<file path="src/rtl/irq_pkg.sv">
package irq_pkg;
  typedef enum logic [1:0] {
    SEL_PEND  = 2'd0,
    SEL_MASK  = 2'd1,
    SEL_FORCE = 2'd2,
    SEL_NONE  = 2'd3
  } reg_sel_e;
endpackage

</file>
<file path="src/rtl/irq_regs.sv">
module irq_regs #(
  parameter int NUM_LEVELS = 16,
  localparam int LW = $clog2(NUM_LEVELS)
) (
  input  logic                  clk_i,
  input  logic                  rst_ni,
  input  logic [NUM_LEVELS-1:0] req_i,
  input  logic                  we_i,
  input  irq_pkg::reg_sel_e     sel_i,
  input  logic [NUM_LEVELS-1:0] wdata_i,
  input  logic                  test_mode_i,
  input  logic                  ack_i,
  input  logic [LW-1:0]         ack_lvl_i,
  output logic [NUM_LEVELS-1:0] pend_o,
  output logic [NUM_LEVELS-1:0] mask_o,
  output logic [NUM_LEVELS-1:0] force_o
);
  import irq_pkg::*;

  localparam logic [NUM_LEVELS-1:0] LVL_KEEP  = {{(NUM_LEVELS-1){1'b1}}, 1'b0};
  localparam logic [NUM_LEVELS-1:0] MASK_KEEP = {1'b0, {(NUM_LEVELS-2){1'b1}}, 1'b0};

  logic [NUM_LEVELS-1:0] pend_q, mask_q, force_q;
  logic [NUM_LEVELS-1:0] ack_vec, force_clr, pend_clr;

  assign ack_vec   = ack_i ? (NUM_LEVELS'(1) << ack_lvl_i) : '0;
  // test mode redirects the clear to force only when that force bit is set
  assign force_clr = ack_vec & force_q & {NUM_LEVELS{test_mode_i}};
  assign pend_clr  = ack_vec & ~force_clr;

  always_ff @(posedge clk_i or negedge rst_ni) begin
    if (!rst_ni) begin
      pend_q  <= '0;
      mask_q  <= MASK_KEEP;
      force_q <= '0;
    end else begin
      pend_q <= ((pend_q & ~pend_clr) | req_i) & LVL_KEEP;
      if (we_i && sel_i == SEL_MASK) mask_q <= wdata_i & MASK_KEEP;
      if (we_i && sel_i == SEL_FORCE) force_q <= wdata_i & LVL_KEEP;
      else                            force_q <= force_q & ~force_clr;
    end
  end

  assign pend_o  = pend_q;
  assign mask_o  = mask_q;
  assign force_o = force_q;
endmodule

</file>
<file path="src/rtl/irq_prio_enc.sv">
module irq_prio_enc #(
  parameter int NUM_LEVELS = 16,
  localparam int LW = $clog2(NUM_LEVELS)
) (
  input  logic [NUM_LEVELS-1:0] vec_i,
  output logic                  valid_o,
  output logic [LW-1:0]         lvl_o
);
  // ascending scan, last hit wins: highest level; bit 0 skipped
  always_comb begin
    valid_o = 1'b0;
    lvl_o   = '0;
    for (int i = 1; i < NUM_LEVELS; i++) begin
      if (vec_i[i]) begin
        valid_o = 1'b1;
        lvl_o   = LW'(i);
      end
    end
  end
endmodule

</file>
<file path="src/rtl/irq_present.sv">
module irq_present #(
  parameter int NUM_LEVELS = 16,
  localparam int LW = $clog2(NUM_LEVELS)
) (
  input  logic                  clk_i,
  input  logic                  rst_ni,
  input  logic [NUM_LEVELS-1:0] active_i,
  input  logic                  ack_i,
  input  logic [LW-1:0]         ack_lvl_i,
  output logic                  valid_o,
  output logic [LW-1:0]         lvl_o,
  output logic [NUM_LEVELS-1:0] posted_o
);
  logic [NUM_LEVELS-1:0] posted_q, posted_d, cand, ack_vec;
  logic                  enc_valid;
  logic [LW-1:0]         enc_lvl;
  logic                  valid_q;
  logic [LW-1:0]         lvl_q;

  assign cand    = active_i & ~posted_q;
  assign ack_vec = ack_i ? (NUM_LEVELS'(1) << ack_lvl_i) : '0;

  irq_prio_enc #(.NUM_LEVELS(NUM_LEVELS)) u_enc (
    .vec_i   (cand),
    .valid_o (enc_valid),
    .lvl_o   (enc_lvl)
  );

  // a new posting beats a same-cycle ack of that level
  assign posted_d = (posted_q & ~ack_vec) |
                    (enc_valid ? (NUM_LEVELS'(1) << enc_lvl) : '0);

  always_ff @(posedge clk_i or negedge rst_ni) begin
    if (!rst_ni) begin
      valid_q  <= 1'b0;
      lvl_q    <= '0;
      posted_q <= '0;
    end else begin
      valid_q  <= enc_valid;
      lvl_q    <= enc_valid ? enc_lvl : '0;
      posted_q <= posted_d;
    end
  end

  assign valid_o  = valid_q;
  assign lvl_o    = lvl_q;
  assign posted_o = posted_q;
endmodule

</file>
<file path="src/rtl/irq_prio_ctrl.sv">
module irq_prio_ctrl #(
  parameter int NUM_LEVELS = 16,
  localparam int LW = $clog2(NUM_LEVELS)
) (
  input  logic                  clk_i,
  input  logic                  rst_ni,
  input  logic [NUM_LEVELS-1:0] req_i,
  input  logic                  reg_we_i,
  input  logic [1:0]            reg_sel_i,
  input  logic [NUM_LEVELS-1:0] reg_wdata_i,
  output logic [NUM_LEVELS-1:0] reg_rdata_o,
  input  logic                  test_mode_i,
  input  logic                  ack_i,
  input  logic [LW-1:0]         ack_lvl_i,
  output logic                  irq_valid_o,
  output logic [LW-1:0]         irq_lvl_o
);
  import irq_pkg::*;

  reg_sel_e              sel;
  logic [NUM_LEVELS-1:0] pend, mask, frc, active, posted;

  assign sel = reg_sel_e'(reg_sel_i);

  irq_regs #(.NUM_LEVELS(NUM_LEVELS)) u_regs (
    .clk_i       (clk_i),
    .rst_ni      (rst_ni),
    .req_i       (req_i),
    .we_i        (reg_we_i),
    .sel_i       (sel),
    .wdata_i     (reg_wdata_i),
    .test_mode_i (test_mode_i),
    .ack_i       (ack_i),
    .ack_lvl_i   (ack_lvl_i),
    .pend_o      (pend),
    .mask_o      (mask),
    .force_o     (frc)
  );

  assign active = (pend | frc) & ~mask;

  irq_present #(.NUM_LEVELS(NUM_LEVELS)) u_pres (
    .clk_i     (clk_i),
    .rst_ni    (rst_ni),
    .active_i  (active),
    .ack_i     (ack_i),
    .ack_lvl_i (ack_lvl_i),
    .valid_o   (irq_valid_o),
    .lvl_o     (irq_lvl_o),
    .posted_o  (posted)
  );

  always_comb begin
    unique case (sel)
      SEL_PEND:  reg_rdata_o = pend;
      SEL_MASK:  reg_rdata_o = mask;
      SEL_FORCE: reg_rdata_o = frc;
      default:   reg_rdata_o = '0;
    endcase
  end
endmodule

</file>
<file path="config.mk">
export PLATFORM = sky130hd
export DESIGN_NAME = irq_prio_ctrl
export DESIGN_NICKNAME = d
export VERILOG_FILES = /design/src/rtl/irq_pkg.sv /design/src/rtl/irq_regs.sv /design/src/rtl/irq_prio_enc.sv /design/src/rtl/irq_present.sv /design/src/rtl/irq_prio_ctrl.sv
export SDC_FILE = /design/constraint.sdc
export NUM_CORES = 1
export LEC_CHECK = 0
export CORE_ASPECT_RATIO = 1.4
export CORE_MARGIN = 1.5
export CORE_UTILIZATION = 52
export CTS_CLUSTER_DIAMETER = 60
export CTS_CLUSTER_SIZE = 16
export DETAILED_ROUTE_END_ITERATION = 8
export PLACE_DENSITY_LB_ADDON = 0.05
export SYNTH_ARGS = -nofsm -noshare
export SYNTH_HDL_FRONTEND = slang
export SYNTH_SLANG_ARGS = --single-unit
</file>
<file path="constraint.sdc">
create_clock -name clk_i -period 2 [get_ports clk_i]
set_input_delay 0.3 -clock clk_i [delete_from_list [all_inputs] [get_ports clk_i]]
set_output_delay 0.3 -clock clk_i [all_outputs]
set_load 0.01 [all_outputs]
</file>
==> results.yml <==
synthesis:
  synth_xor_area_share_pct: 0
  yosysUniqueCellTypes: 52
  synth_compound_area_share_pct: 23.3
  seq_area_frac_synth_pct: 47.9
  ys.flop_type: "dfrtp_1"
  synth_seq_cells: 65
  synth.area.top_cells: "dfrtp_1 (37%), dfstp_2 (11%), nand2_1 (7.1%)"
  synth_top_family_by_area: "compound AO/OA/AOI/OAI gates"
  yosysWarnings: 0
  syn_area_um2: 3430
  muxShareOfSynthArea_pct: 8.97
  yosys.area_share.simple_pct: 17.6
  async_reset_ff_share_pct: 100
  synth_edf_count: 0
  synth_adder_area_share_pct: 0
  synth.avg_cell_area_um2: 9.87
  yosysTopAreaCellShare_pct: 37.2
  syn_inst: 348
  syn_nets: 391
  synth_top_cell_by_area: "dfrtp_1"
worst_setup_path:
  worst-path-max-fanout: 8
  worstSetupPathType: "flip-flop to flip-flop"
  rrSetupSlack_ns: 0.02
  r2r-start: "u_pres.posted_o[2]"
  critPathArrivalTime_ns: 2.19
  r2r_end: "u_pres.posted_o[13]"
  cp_slowest_stage_delay_ns: 0.49
  critPathSlowestCell: "a2111oi_4"
  startpoint_type: "flip-flop"
  path_buf_inv: 0
  crit_chain: "or2_4, o221ai_4, o311ai_4, a2111oi_4, nor2_4, a32o_2"
  endpoint_kind: "flip-flop"
  reg2reg_depth: 6
  cp_top_family: "compound AO/OA/AOI/OAI gates"
  cp.required_ns: 2.22
finish:
  drive_gt1_share_pct: 25.5
  final_nets: 496
  instances_no_fill: 530
  area_delta_synth_final_pct: 38.4
  insertedDiodeCount: 0
power:
  seq_power_share_pct: 35.9
  internal_power_uw: 3430
  ir_drop_v: 0.000726
  p_per_area_nw_per_um2: 1110
  p_sw_uw: 1860
  comb_power_share_pct: 42.8
  clkPwrFrac_pct: 21.3
  p_sw_share_pct: 35.2
  p_leak_uw: 0.00196
drt:
  routed_wirelength_um: 9690
  num_vias: 3105
  drt_iter0_markers: 292
  vias_per_cell: 5.86
  wl_per_cell_um: 18.3
  drt.antenna.violating_nets: 0
  drc: 2
  dr.pass1.iters: 6
global_route:
  use_met3_pct: 3.65
  use_met2_pct: 51.5
  antenna_found_initial: 0
  grt_pass1_wl_um: 15200
  grt_overflow: 0
  grt_max_degree: 66
  grt_pass1_vias: 3136
  grt_usage_pct: 28.1
  grt-busiest-layer: "met2"
  grt.met1_usage_pct: 33.6
floorplan:
  core-area_um2: 6300
  initial_core_util_pct: 54.5
  die-area_um2: 7110
  die_w_um: 71.7
  num_io_pins: 64
  die_y_um: 99.1
  rows: 34
clock_tree:
  cts_tree: "built"
  clk_pin_slew_worst_paths_ns: 0.07
  clockBufferDepth: 2
  ctsHtreeMaxLevel: 3
  cts-root-buf: "clkbuf_8"
  cts_sinks: 65
  numCtsBuffers: 9
  clk_latency_ns: 0.34
sta:
  finalSetupViolCount: 0
  fin_crit_ns: 1.98
  finalSetupTns_ns: 0
  finClkSkew_ns: 0.0132
  rsz0062_at_grt: "true"
  fin_crit_sh_pct: 98.8
  hold_violations: 0
  tightest_slew_ns: 0.656
  max_freq_mhz: 506
  relSlewSlack_pct: 56.2
  timing.final.max_slew_violations: 0
outcome:
  violations: "design-rule violations"
  status: "finished, violations left"
worst_hold_path:
  holdPathStages: 2
  hp-start: "u_pres.posted_o[8]"
  hold_path_class: "flip-flop to flip-flop"
  min_to: "u_pres.posted_o[8]"
placement:
  placed_cells: 497
  gp_congestion: 0.906
  dp_hpwl_um: 6630
  numPortBuffers: 61
job:
  drv_cap: 0
timing repair:
| action | in CTS | in global routing |
|---|---|---|
| setup buffers | 12 | 3 |
| setup endpoints to repair | 18 | 15 |
| pin swaps | 6 | 4 |
| hold buffers | 1 | 0 |
| gates resized for setup | 22 | 14 |
| cloned | 0 | 1 |
| endpoints found under the hold margin | 51 | 0 |
layout make-up:
| type | count | area (um^2) |
|---|---|---|
| Clock buffer | 13 | 159 |
| Clock inverter | 3 | 40.0 |
| Fill cell | 476 | 1540 |
| Inverter | 6 | 22.5 |
| Multi-Input combinational cell | 264 | 1820 |
| Sequential cell | 65 | 1640 |
| Tap cell | 72 | 90.1 |
| Timing Repair Buffer | 107 | 975 |
synth_stat cells, types with 6 or more instances:
master / number
clkbuf_1: 11
nor2_1: 26
a21o_1: 28
dfstp_2: 14
nand2_1: 65
mux2i_1: 15
mux2_2: 9
o21ai_0: 40
dfrtp_1: 51
inv_1: 6
registers in the layout, summed over array words and instances, names as in the netlist:
register	count
u_pres.lvl_o	4
u_pres.posted_o	15
u_pres.valid_o	1
u_regs.force_o	16
u_regs.mask_o	14
u_regs.pend_o	15
worst reg2reg max path, delay by kind of cell (launching register included):
| family | cells | cell delay, ns |
|---|---|---|
| flip-flops | 1 | 0.40 |
| AO/OA/AOI/OAI | 4 | 1.07 |
| AND/OR/NAND/NOR | 2 | 0.39 |
power groups by stage:
stage | Clock [uW] | Combinational (uW) | Sequential, uW
final | 1120 | 2270 | 1900
after global routing | 1190 | 2420 | 1940
after floorplan | 0 | 1120 | 1860
after global placement | 0 | 1860 | 1870
after CTS | 1140 | 2010 | 1880
after detailed placement | 0 | 1880 | 1890
layout by cell type (no fill, tap or decap), types with 2 or more instances in the layout:
| cell | instances |
|---|---|
| buf_12 | 3 |
| a2111oi_4 | 2 |
| nand3_1 | 5 |
| o21ai_0 | 40 |
| or2_4 | 2 |
| o32ai_2 | 2 |
| clkinv_2 | 2 |
| dlygate4sd2_1 | 16 |
| buf_4 | 41 |
| dfrtp_1 | 51 |
| nor3b_1 | 5 |
| nor3_1 | 2 |
| a32o_1 | 3 |
| mux2_2 | 9 |
| or2_1 | 3 |
| nand2_1 | 65 |
| o32a_1 | 2 |
| nand3b_1 | 2 |
| nor2_2 | 5 |
| o21ai_1 | 5 |
| clkdlybuf4s50_1 | 43 |
| mux2_1 | 5 |
| nor2_1 | 22 |
| nor3_2 | 3 |
| o31ai_2 | 2 |
| a21o_1 | 28 |
| mux2i_1 | 15 |
| o41ai_2 | 2 |
| o31ai_1 | 4 |
| dfstp_2 | 14 |
| nand2b_1 | 3 |
| clkbuf_1 | 2 |
| a311oi_1 | 2 |
| clkbuf_8 | 11 |
| inv_1 | 6 |
cell families (layout without fill, tap and decap cells):
logic type | count (synthesis) | in the layout
and+or+nand+nor | 128 | 128
AOI/OAI and AO/OA | 106 | 107
DFF | 65 | 65
muxes | 29 | 29
buffers and inverters | 20 | 129
layer usage:
metal | share of wire, % | wire length (um)
met5 | 0 | 0
met3 | 4.6 | 441
met1 | 39 | 3790
met2 | 55 | 5370
met4 | 0.98 | 95
metrics by stage:
step	instance area, um^2	utilization (%)	setup WS, ns	hold slack [ns]	power, uW
after floorplan	3430	-	0.179	0.00441	2980
after global placement	4340	68.9	-0.204	0.342	3730
after detailed placement	4340	68.9	-0.223	0.341	3770
after CTS	4650	73.9	0.00380	0.478	5030
after global routing	4750	75.5	-0.0952	0.508	5550
final	4750	75.5	0.0241	0.484	5290
worst max-delay path by stage:
stage                                  start             endpoint  slack [ns]  cells past startpoint
after floorplan             u_regs.mask_o[2]  u_pres.posted_o[13]        0.18                      6
after global placement          reg_sel_i[1]       reg_rdata_o[8]       -0.20                      5
after detailed placement        reg_sel_i[0]       reg_rdata_o[8]       -0.22                      6
after CTS                   u_regs.mask_o[2]  u_pres.posted_o[13]       0.004                      6
after global routing       u_regs.pend_o[11]  u_pres.posted_o[13]        -0.1                      6
final                     u_pres.posted_o[2]  u_pres.posted_o[13]        0.02                      6
Note: power is estimated with default switching activity, not from simulation.
